File: src/rtl/cop0_pkg.sv
package cop0_pkg;

    localparam int DW         = 32;
    localparam int REG_STATUS = 12;
    localparam int REG_CAUSE  = 13;
    localparam int REG_EPC    = 14;

    // bits [15:10] of Cause are never stored
    localparam logic [DW-1:0] CAUSE_KEEP = ~32'h0000_FC00;
    // software interrupt pending / mask bits
    localparam logic [DW-1:0] SWI_BITS   = 32'h0000_0300;

    typedef enum logic [1:0] {
        OP_IDLE,
        OP_TRAP,
        OP_RFE,
        OP_WRITE
    } cop0_op_e;

endpackage

File: src/rtl/cop0_opsel.sv
module cop0_opsel
    import cop0_pkg::*;
(
    input  logic     exc_en,
    input  logic     rfe_en,
    input  logic     wr_en,
    output cop0_op_e op
);

    always_comb begin
        unique casez ({exc_en, rfe_en, wr_en})
            3'b1??:  op = OP_TRAP;
            3'b01?:  op = OP_RFE;
            3'b001:  op = OP_WRITE;
            default: op = OP_IDLE;
        endcase
    end

endmodule

File: src/rtl/cop0_status.sv
module cop0_status
    import cop0_pkg::*;
(
    input  logic          clk,
    input  logic          rst_n,
    input  cop0_op_e      op,
    input  logic          wr_hit,
    input  logic [DW-1:0] wr_data,
    output logic [DW-1:0] status_q
);

    always_ff @(posedge clk or negedge rst_n) begin
        if (!rst_n) begin
            status_q <= '0;
        end else begin
            unique case (op)
                OP_TRAP:  status_q[5:0] <= {status_q[3:0], 2'b00};
                OP_RFE:   status_q[3:0] <= status_q[5:2];
                OP_WRITE: if (wr_hit) status_q <= wr_data;
                OP_IDLE:  ;
            endcase
        end
    end

    // push keeps upper bits and shifts the three pairs
    a_r5_trap_push: assert property (@(posedge clk) disable iff (!rst_n)
        (op == OP_TRAP) |=> (status_q[5:0] == {$past(status_q[3:0]), 2'b00})
                         && (status_q[DW-1:6] == $past(status_q[DW-1:6])));

    // pop restores the previous pair level
    a_r8_rfe_pop: assert property (@(posedge clk) disable iff (!rst_n)
        (op == OP_RFE) |=> (status_q[3:0] == $past(status_q[5:2]))
                        && (status_q[DW-1:4] == $past(status_q[DW-1:4])));

endmodule

File: src/rtl/cop0_cause.sv
module cop0_cause
    import cop0_pkg::*;
(
    input  logic          clk,
    input  logic          rst_n,
    input  cop0_op_e      op,
    input  logic          wr_cause,
    input  logic          wr_epc,
    input  logic [DW-1:0] wr_data,
    input  logic [4:0]    exc_code,
    input  logic [DW-1:0] exc_pc,
    input  logic          exc_bd,
    output logic [DW-1:0] cause_q,
    output logic [DW-1:0] epc_q
);

    always_ff @(posedge clk or negedge rst_n) begin
        if (!rst_n) begin
            cause_q <= '0;
            epc_q   <= '0;
        end else begin
            unique case (op)
                OP_TRAP: begin
                    cause_q[DW-1] <= exc_bd;
                    cause_q[6:2]  <= exc_code;
                    epc_q         <= exc_bd ? (exc_pc - DW'(4)) : exc_pc;
                end
                OP_WRITE: begin
                    if (wr_cause) cause_q <= wr_data & CAUSE_KEEP;
                    if (wr_epc)   epc_q   <= wr_data;
                end
                OP_RFE:  ;
                OP_IDLE: ;
            endcase
        end
    end

    // the masked field never holds a one
    a_r4_cause_gap: assert property (@(posedge clk) disable iff (!rst_n)
        cause_q[15:10] == 6'b0);

    // code and delay flag captured on entry
    a_r6_cause_entry: assert property (@(posedge clk) disable iff (!rst_n)
        (op == OP_TRAP) |=> (cause_q[DW-1] == $past(exc_bd))
                         && (cause_q[6:2] == $past(exc_code)));

    // restart address adjusted for a delay slot
    a_r7_epc_entry: assert property (@(posedge clk) disable iff (!rst_n)
        (op == OP_TRAP) |=> (epc_q == ($past(exc_bd) ? $past(exc_pc) - DW'(4)
                                                      : $past(exc_pc))));

endmodule

File: src/rtl/cop0_bank.sv
module cop0_bank
    import cop0_pkg::*;
#(
    parameter int NREG = 32,
    localparam int AW  = $clog2(NREG)
) (
    input  logic          clk,
    input  logic          rst_n,
    input  logic          wr_go,
    input  logic [AW-1:0] wr_addr,
    input  logic [DW-1:0] wr_data,
    output logic [DW-1:0] bank_q [NREG]
);

    for (genvar i = 0; i < NREG; i++) begin : g_word
        if (i == REG_STATUS || i == REG_CAUSE || i == REG_EPC) begin : g_special
            assign bank_q[i] = '0;
        end else begin : g_plain
            always_ff @(posedge clk or negedge rst_n) begin
                if (!rst_n)
                    bank_q[i] <= '0;
                else if (wr_go && wr_addr == AW'(i))
                    bank_q[i] <= wr_data;
            end
        end
    end

endmodule

File: src/rtl/cop0_ctrl.sv
module cop0_ctrl
    import cop0_pkg::*;
#(
    parameter int          NREG     = 32,
    parameter int          RD_W     = 64,
    parameter logic [31:0] VEC_ADDR = 32'h8000_0080,
    localparam int         AW       = $clog2(NREG)
) (
    input  logic            clk,
    input  logic            rst_n,
    input  logic            wr_en,
    input  logic [AW-1:0]   wr_addr,
    input  logic [DW-1:0]   wr_data,
    input  logic [AW-1:0]   rd_addr,
    output logic [RD_W-1:0] rd_data,
    input  logic            exc_en,
    input  logic [4:0]      exc_code,
    input  logic [DW-1:0]   exc_pc,
    input  logic            exc_bd,
    input  logic            rfe_en,
    output logic            swi_req,
    output logic [DW-1:0]   vec_addr
);

    cop0_op_e      op;
    logic [DW-1:0] status_q;
    logic [DW-1:0] cause_q;
    logic [DW-1:0] epc_q;
    logic [DW-1:0] bank_q [NREG];
    logic [DW-1:0] rd_word;
    logic          wr_go;

    assign wr_go = (op == OP_WRITE);

    cop0_opsel u_opsel (
        .exc_en (exc_en),
        .rfe_en (rfe_en),
        .wr_en  (wr_en),
        .op     (op)
    );

    cop0_status u_status (
        .clk      (clk),
        .rst_n    (rst_n),
        .op       (op),
        .wr_hit   (wr_addr == AW'(REG_STATUS)),
        .wr_data  (wr_data),
        .status_q (status_q)
    );

    cop0_cause u_cause (
        .clk      (clk),
        .rst_n    (rst_n),
        .op       (op),
        .wr_cause (wr_addr == AW'(REG_CAUSE)),
        .wr_epc   (wr_addr == AW'(REG_EPC)),
        .wr_data  (wr_data),
        .exc_code (exc_code),
        .exc_pc   (exc_pc),
        .exc_bd   (exc_bd),
        .cause_q  (cause_q),
        .epc_q    (epc_q)
    );

    cop0_bank #(.NREG(NREG)) u_bank (
        .clk     (clk),
        .rst_n   (rst_n),
        .wr_go   (wr_go),
        .wr_addr (wr_addr),
        .wr_data (wr_data),
        .bank_q  (bank_q)
    );

    always_comb begin
        rd_word = '0;
        if (rd_addr == AW'(REG_STATUS))
            rd_word = status_q;
        else if (rd_addr == AW'(REG_CAUSE))
            rd_word = cause_q;
        else if (rd_addr == AW'(REG_EPC))
            rd_word = epc_q;
        else if (int'(rd_addr) < NREG)
            rd_word = bank_q[rd_addr];
    end

    if (RD_W > DW) begin : g_sext
        assign rd_data = {{(RD_W-DW){rd_word[DW-1]}}, rd_word};
    end else begin : g_trunc
        assign rd_data = rd_word[RD_W-1:0];
    end

    assign swi_req  = (|(cause_q & status_q & SWI_BITS)) && status_q[0];
    assign vec_addr = VEC_ADDR;

    // a request never appears with the global enable clear
    a_r9_needs_enable: assert property (@(posedge clk) disable iff (!rst_n)
        swi_req |-> status_q[0]);

    // a request needs an unmasked pending bit
    a_r9_needs_pending: assert property (@(posedge clk) disable iff (!rst_n)
        swi_req |-> ((cause_q[9:8] & status_q[9:8]) != 2'b00));

    // an exception beats a simultaneous return or write
    a_r10_trap_wins: assert property (@(posedge clk) disable iff (!rst_n)
        (exc_en && (rfe_en || wr_en)) |=>
            (status_q[5:0] == {$past(status_q[3:0]), 2'b00}));

    // a return beats a simultaneous write to Status
    a_r10_rfe_wins: assert property (@(posedge clk) disable iff (!rst_n)
        (!exc_en && rfe_en && wr_en) |=>
            (status_q[DW-1:4] == $past(status_q[DW-1:4])));

endmodule

File: config.mk
export PLATFORM = sky130hd
export DESIGN_NAME = cop0_ctrl
export DESIGN_NICKNAME = d
export VERILOG_FILES = /design/src/rtl/cop0_pkg.sv /design/src/rtl/cop0_opsel.sv /design/src/rtl/cop0_status.sv /design/src/rtl/cop0_cause.sv /design/src/rtl/cop0_bank.sv /design/src/rtl/cop0_ctrl.sv
export SDC_FILE = /design/constraint.sdc
export NUM_CORES = 2
export LEC_CHECK = 0
export BUFFER_PORTS_ARGS = -buffer_cell sky130_fd_sc_hd__buf_4
export CAP_MARGIN = 20
export CORE_UTILIZATION = 62
export CTS_CLUSTER_DIAMETER = 60
export CTS_CLUSTER_SIZE = 30
export DETAILED_ROUTE_END_ITERATION = 10
export HOLD_SLACK_MARGIN = 0.03
export PLACE_DENSITY = 0.76
export SETUP_SLACK_MARGIN = 0.5
export SYNTH_ARGS = -nofsm -noshare
export SYNTH_HDL_FRONTEND = slang
export SYNTH_SLANG_ARGS = --single-unit
File: constraint.sdc
create_clock -name clk -period 5.61 [get_ports clk]
set_input_delay 0.561 -clock clk [delete_from_list [all_inputs] [get_ports clk]]
set_output_delay 0.561 -clock clk [all_outputs]
set_load 0.005 [all_outputs]
==> metrics.log <==
[metrics] Max rail drop VDD: 321 uV
[metrics] # setup viols final: 0
[metrics] final RePlAce weighted congestion: about 0.84
[metrics] initial DRC count: 2,378
[metrics] Final Cycle Share: 72.3%
[metrics] area of all placed cells without fillers: 51,900 um^2
[metrics] via count of the first global-routing pass: slightly above 30,000
[metrics] global-route wire length before repair: 193,000 um
[metrics] Die Span X: ~280 um
[metrics] cts bufs inserted: 71
[metrics] type of the worst setup path: in2out
[metrics] final-stage net count: 3,323
[metrics] Vias: 28,791
[metrics] overall track demand over capacity in global routing: 33.3%
[metrics] required time at the worst-slack endpoint: 5.05 ns
[metrics] cts-stage hold buffer count: 0
[metrics] met3 track demand over resource: under 10%
[metrics] Tightest Pin Transition: ~1.1 ns
[metrics] sum of negative setup slack: 0 ns
[metrics] placed wire-length estimate after detailed placement: 76,500 um
[metrics] CTS tree: yes
[metrics] number of H-tree branching levels: 3
[metrics] launching element type of the critical path: input port
[metrics] tightest hold margin: 0.0105 ns
[metrics] number of search-and-repair iterations in the first detailed-routing pass: 6
[metrics] path depth of the worst reg2reg path: 3
[metrics] Initial Util: 62.8%
[metrics] critical register-to-register path startpoint: u_status.status_q[0]
[metrics] gr busiest metal: met2
[metrics] vias per cell: about 6.7
[metrics] TritonCTS sink count: 1,018
[metrics] port bufs: about 150
[metrics] post-synthesis async set-or-reset flop share: 100%
[metrics] arrival time at the worst endpoint: 3.50 ns
[metrics] register bit total from synthesis: 1,018
[metrics] clock tree root buffer cell: clkbuf_16
[metrics] worst-path fanout max: 93
[metrics] Primary FF master, synth: dfrtp_1
[metrics] count of instances resized after the clock tree is built: 0
[metrics] post-synthesis instance total: approximately 3,300
[metrics] endpoint of the worst-slack reg-to-reg timing path: u_status.status_q[2]
[metrics] min Tclk post-route: 4.06 ns
[metrics] DRC violations left: 0
[metrics] met2 GRT Util: 53.3%
[metrics] die footprint: 78,200 um^2
[metrics] Critical Path Sink Type: output pin
[metrics] count of maximum capacitance violations: 0
[metrics] total length of routed wires: 127,000 um
[metrics] Syn. warnings: 0
[metrics] total overflow reported by the global router: 0
[metrics] average wire per standard cell: 29.3 um
[metrics] number of slew-limit violations in the final report: 0
[metrics] RSZ-0062 raised after global routing: no
[metrics] die height: 280 um
[metrics] cell area reported after detailed placement: 49,300 um^2
[metrics] antenna violations before repair: 11
[metrics] final worst clock skew: 0.00329 ns
[metrics] number of nets still failing antenna checks after routing: 0
[metrics] post-synth design cell area: 47,800 um^2
[metrics] areal power density over the cells: roughly 300 nW/um^2
[metrics] class of the most critical hold timing path: in2async
[metrics] P&R area growth vs syn: 8.52%
[metrics] total leakage power: 0.0250 uW
[metrics] maximum buffer depth of the clock tree: 3
[metrics] Avg Inst Size Synth: 14.5 um^2
[metrics] number of core rows: around 100
[metrics] maximum number of pins on one net before global-route repair: 161
[metrics] clock edge transition at the registers on the reported setup and hold paths: approximately 0.06 ns
[metrics] maximum frequency from static timing analysis: 246 MHz
[metrics] sequential cell area fraction in the yosys report: 53.3%
[metrics] Post CTS Setup Buffer Count: 0
[metrics] clock latency at the later pin of the worst-skew pair: 0.63 ns
[metrics] fraction of layout cells with a size suffix above 1: 48.0%
[metrics] area of the core: between 70,000 and 80,000 um^2
[metrics] outcome: complete, no violations
[metrics] GRT met1 Usage: 45.8%
[metrics] final core occ: 68.2%
[metrics] headroom to the max-slew limit: 23.0%
[metrics] hold violation count in the final report: 0
[metrics] number of synthesized flops with an enable pin: 0
[metrics] Ports: 182
[metrics] synth unique cells: 58
[metrics] flop-to-flop setup slack: 4.50 ns
## final cells by class
type / instances / area, um^2
sequential: 1018 / 25500
fill: 5225 / 24200
multi-input combinational: 1918 / 20700
clock buffer: 79 / 1880
timing repair buffer: 222 / 1820
tap: 1030 / 1290
clock inverter: 46 / 666
inverter: 6 / 22.5
antenna: 3 / 7.51
## how the worst max path moves through the flow
stage | slack, ns | startpoint | depth (start not counted) | endpoint
floorplan | 1.04 | rd_addr[1] | 7 | rd_data[32]
global placement | 1.66 | rd_addr[1] | 7 | rd_data[5]
detailed placement | 1.70 | rd_addr[0] | 7 | rd_data[19]
CTS | 1.69 | rd_addr[1] | 8 | rd_data[3]
global route | 1.53 | rd_addr[0] | 8 | rd_data[28]
finish | 1.55 | rd_addr[1] | 7 | rd_data[5]
## critical path: stages
cell	delay [ns]
buf_8	0.64
buf_4	0.56
mux4_2	0.38
a221o_1	0.31
a211oi_1	0.50
a221oi_1	0.23
buf_4	0.24
## synth_stat cells, types with 6 or more instances
| master | instances | area (um^2) |
|---|---|---|
| buf_2 | 119 | 596 |
| dfrtp_1 | 1018 | 25500 |
| a21oi_1 | 26 | 130 |
| or3_1 | 13 | 81.3 |
| mux2i_1 | 128 | 1280 |
| nand3_1 | 10 | 50.1 |
| a221oi_1 | 28 | 245 |
| o22ai_1 | 7 | 43.8 |
| nor4_1 | 7 | 43.8 |
| o21ai_0 | 64 | 320 |
| xor2_1 | 13 | 114 |
| inv_1 | 6 | 22.5 |
| nand2b_1 | 6 | 37.5 |
| clkbuf_1 | 165 | 619 |
| a221o_1 | 35 | 350 |
| nor2b_1 | 21 | 131 |
| nor2_1 | 66 | 248 |
| xnor2_1 | 11 | 96.3 |
| nand2_1 | 153 | 574 |
| mux4_2 | 219 | 4930 |
| nor3_1 | 13 | 65.1 |
| buf_1 | 14 | 52.6 |
| and3_1 | 11 | 68.8 |
| mux2_2 | 960 | 10800 |
| a211oi_1 | 32 | 240 |
| buf_4 | 76 | 571 |
| nor3_2 | 8 | 80.1 |
## per-layer routing
metal / share of wire, % / vias up / wire, um
met1: 40 / 15478 / 50900
met2: 48 / 1065 / 61300
li1: - / 11907 / -
met3: 7.0 / 325 / 8930
met5: 0.072 / - / 91
met4: 4.4 / 16 / 5520
## power by group
group	leakage [uW]	internal, uW	switching, uW	total, uW
combinational	0.0100	931	883	1810
sequential	0.0138	7940	311	8250
clock	0.00124	2860	2880	5750
## placed cells by master (no fill, tap or decap), types with 5 or more instances in the layout
cell,n
inv_12,5
xnor2_1,11
conb_1,32
o21ai_0,64
bufinv_16,6
o21a_1,5
or3_1,13
dfrtp_1,1018
o22ai_1,7
nand2_2,24
nand2b_1,6
a221o_1,35
nor4_1,7
mux2i_1,128
clkinv_8,9
a211oi_1,32
inv_1,6
a21oi_1,25
inv_8,7
and3_1,10
nor3_1,13
nand2_1,129
a221oi_1,27
nand3_1,8
clkbuf_16,73
nor2b_1,18
mux2_2,960
mux4_2,219
xor2_1,13
nor3_2,8
a32oi_1,5
nor2_1,61
a22oi_1,5
buf_12,8
buf_4,208
inv_6,10
## registers in the layout, summed over array words and instances, names as in the netlist
signal	cells
u_cause.epc_q	32
u_status.status_q	32
u_bank.bank_q	928
u_cause.cause_q	26
## cells by family (layout without fill, tap and decap cells)
family	Yosys count	after routing	share of synthesized area (%)
DFF	1018	1018	53.3
adders and majority gates	1	1	0.0262
and+or+nand+nor	329	329	3.37
xor gates and xnor gates	24	24	0.440
other	2	35	0.0157
AOI/OAI and AO/OA	224	224	3.31
buffers and inverters	381	353	3.92
muxes	1308	1308	35.6
## metrics by stage
step,instances,worst slack (ns),total power [uW]
after floorplan,3317,1.04,9540
after global placement,4192,1.66,10100
after detailed placement,4193,1.70,10200
after CTS,4318,1.69,15900
after global routing,4319,1.53,16300
final,4322,1.55,15800
(Power assumes the default switching activity.)
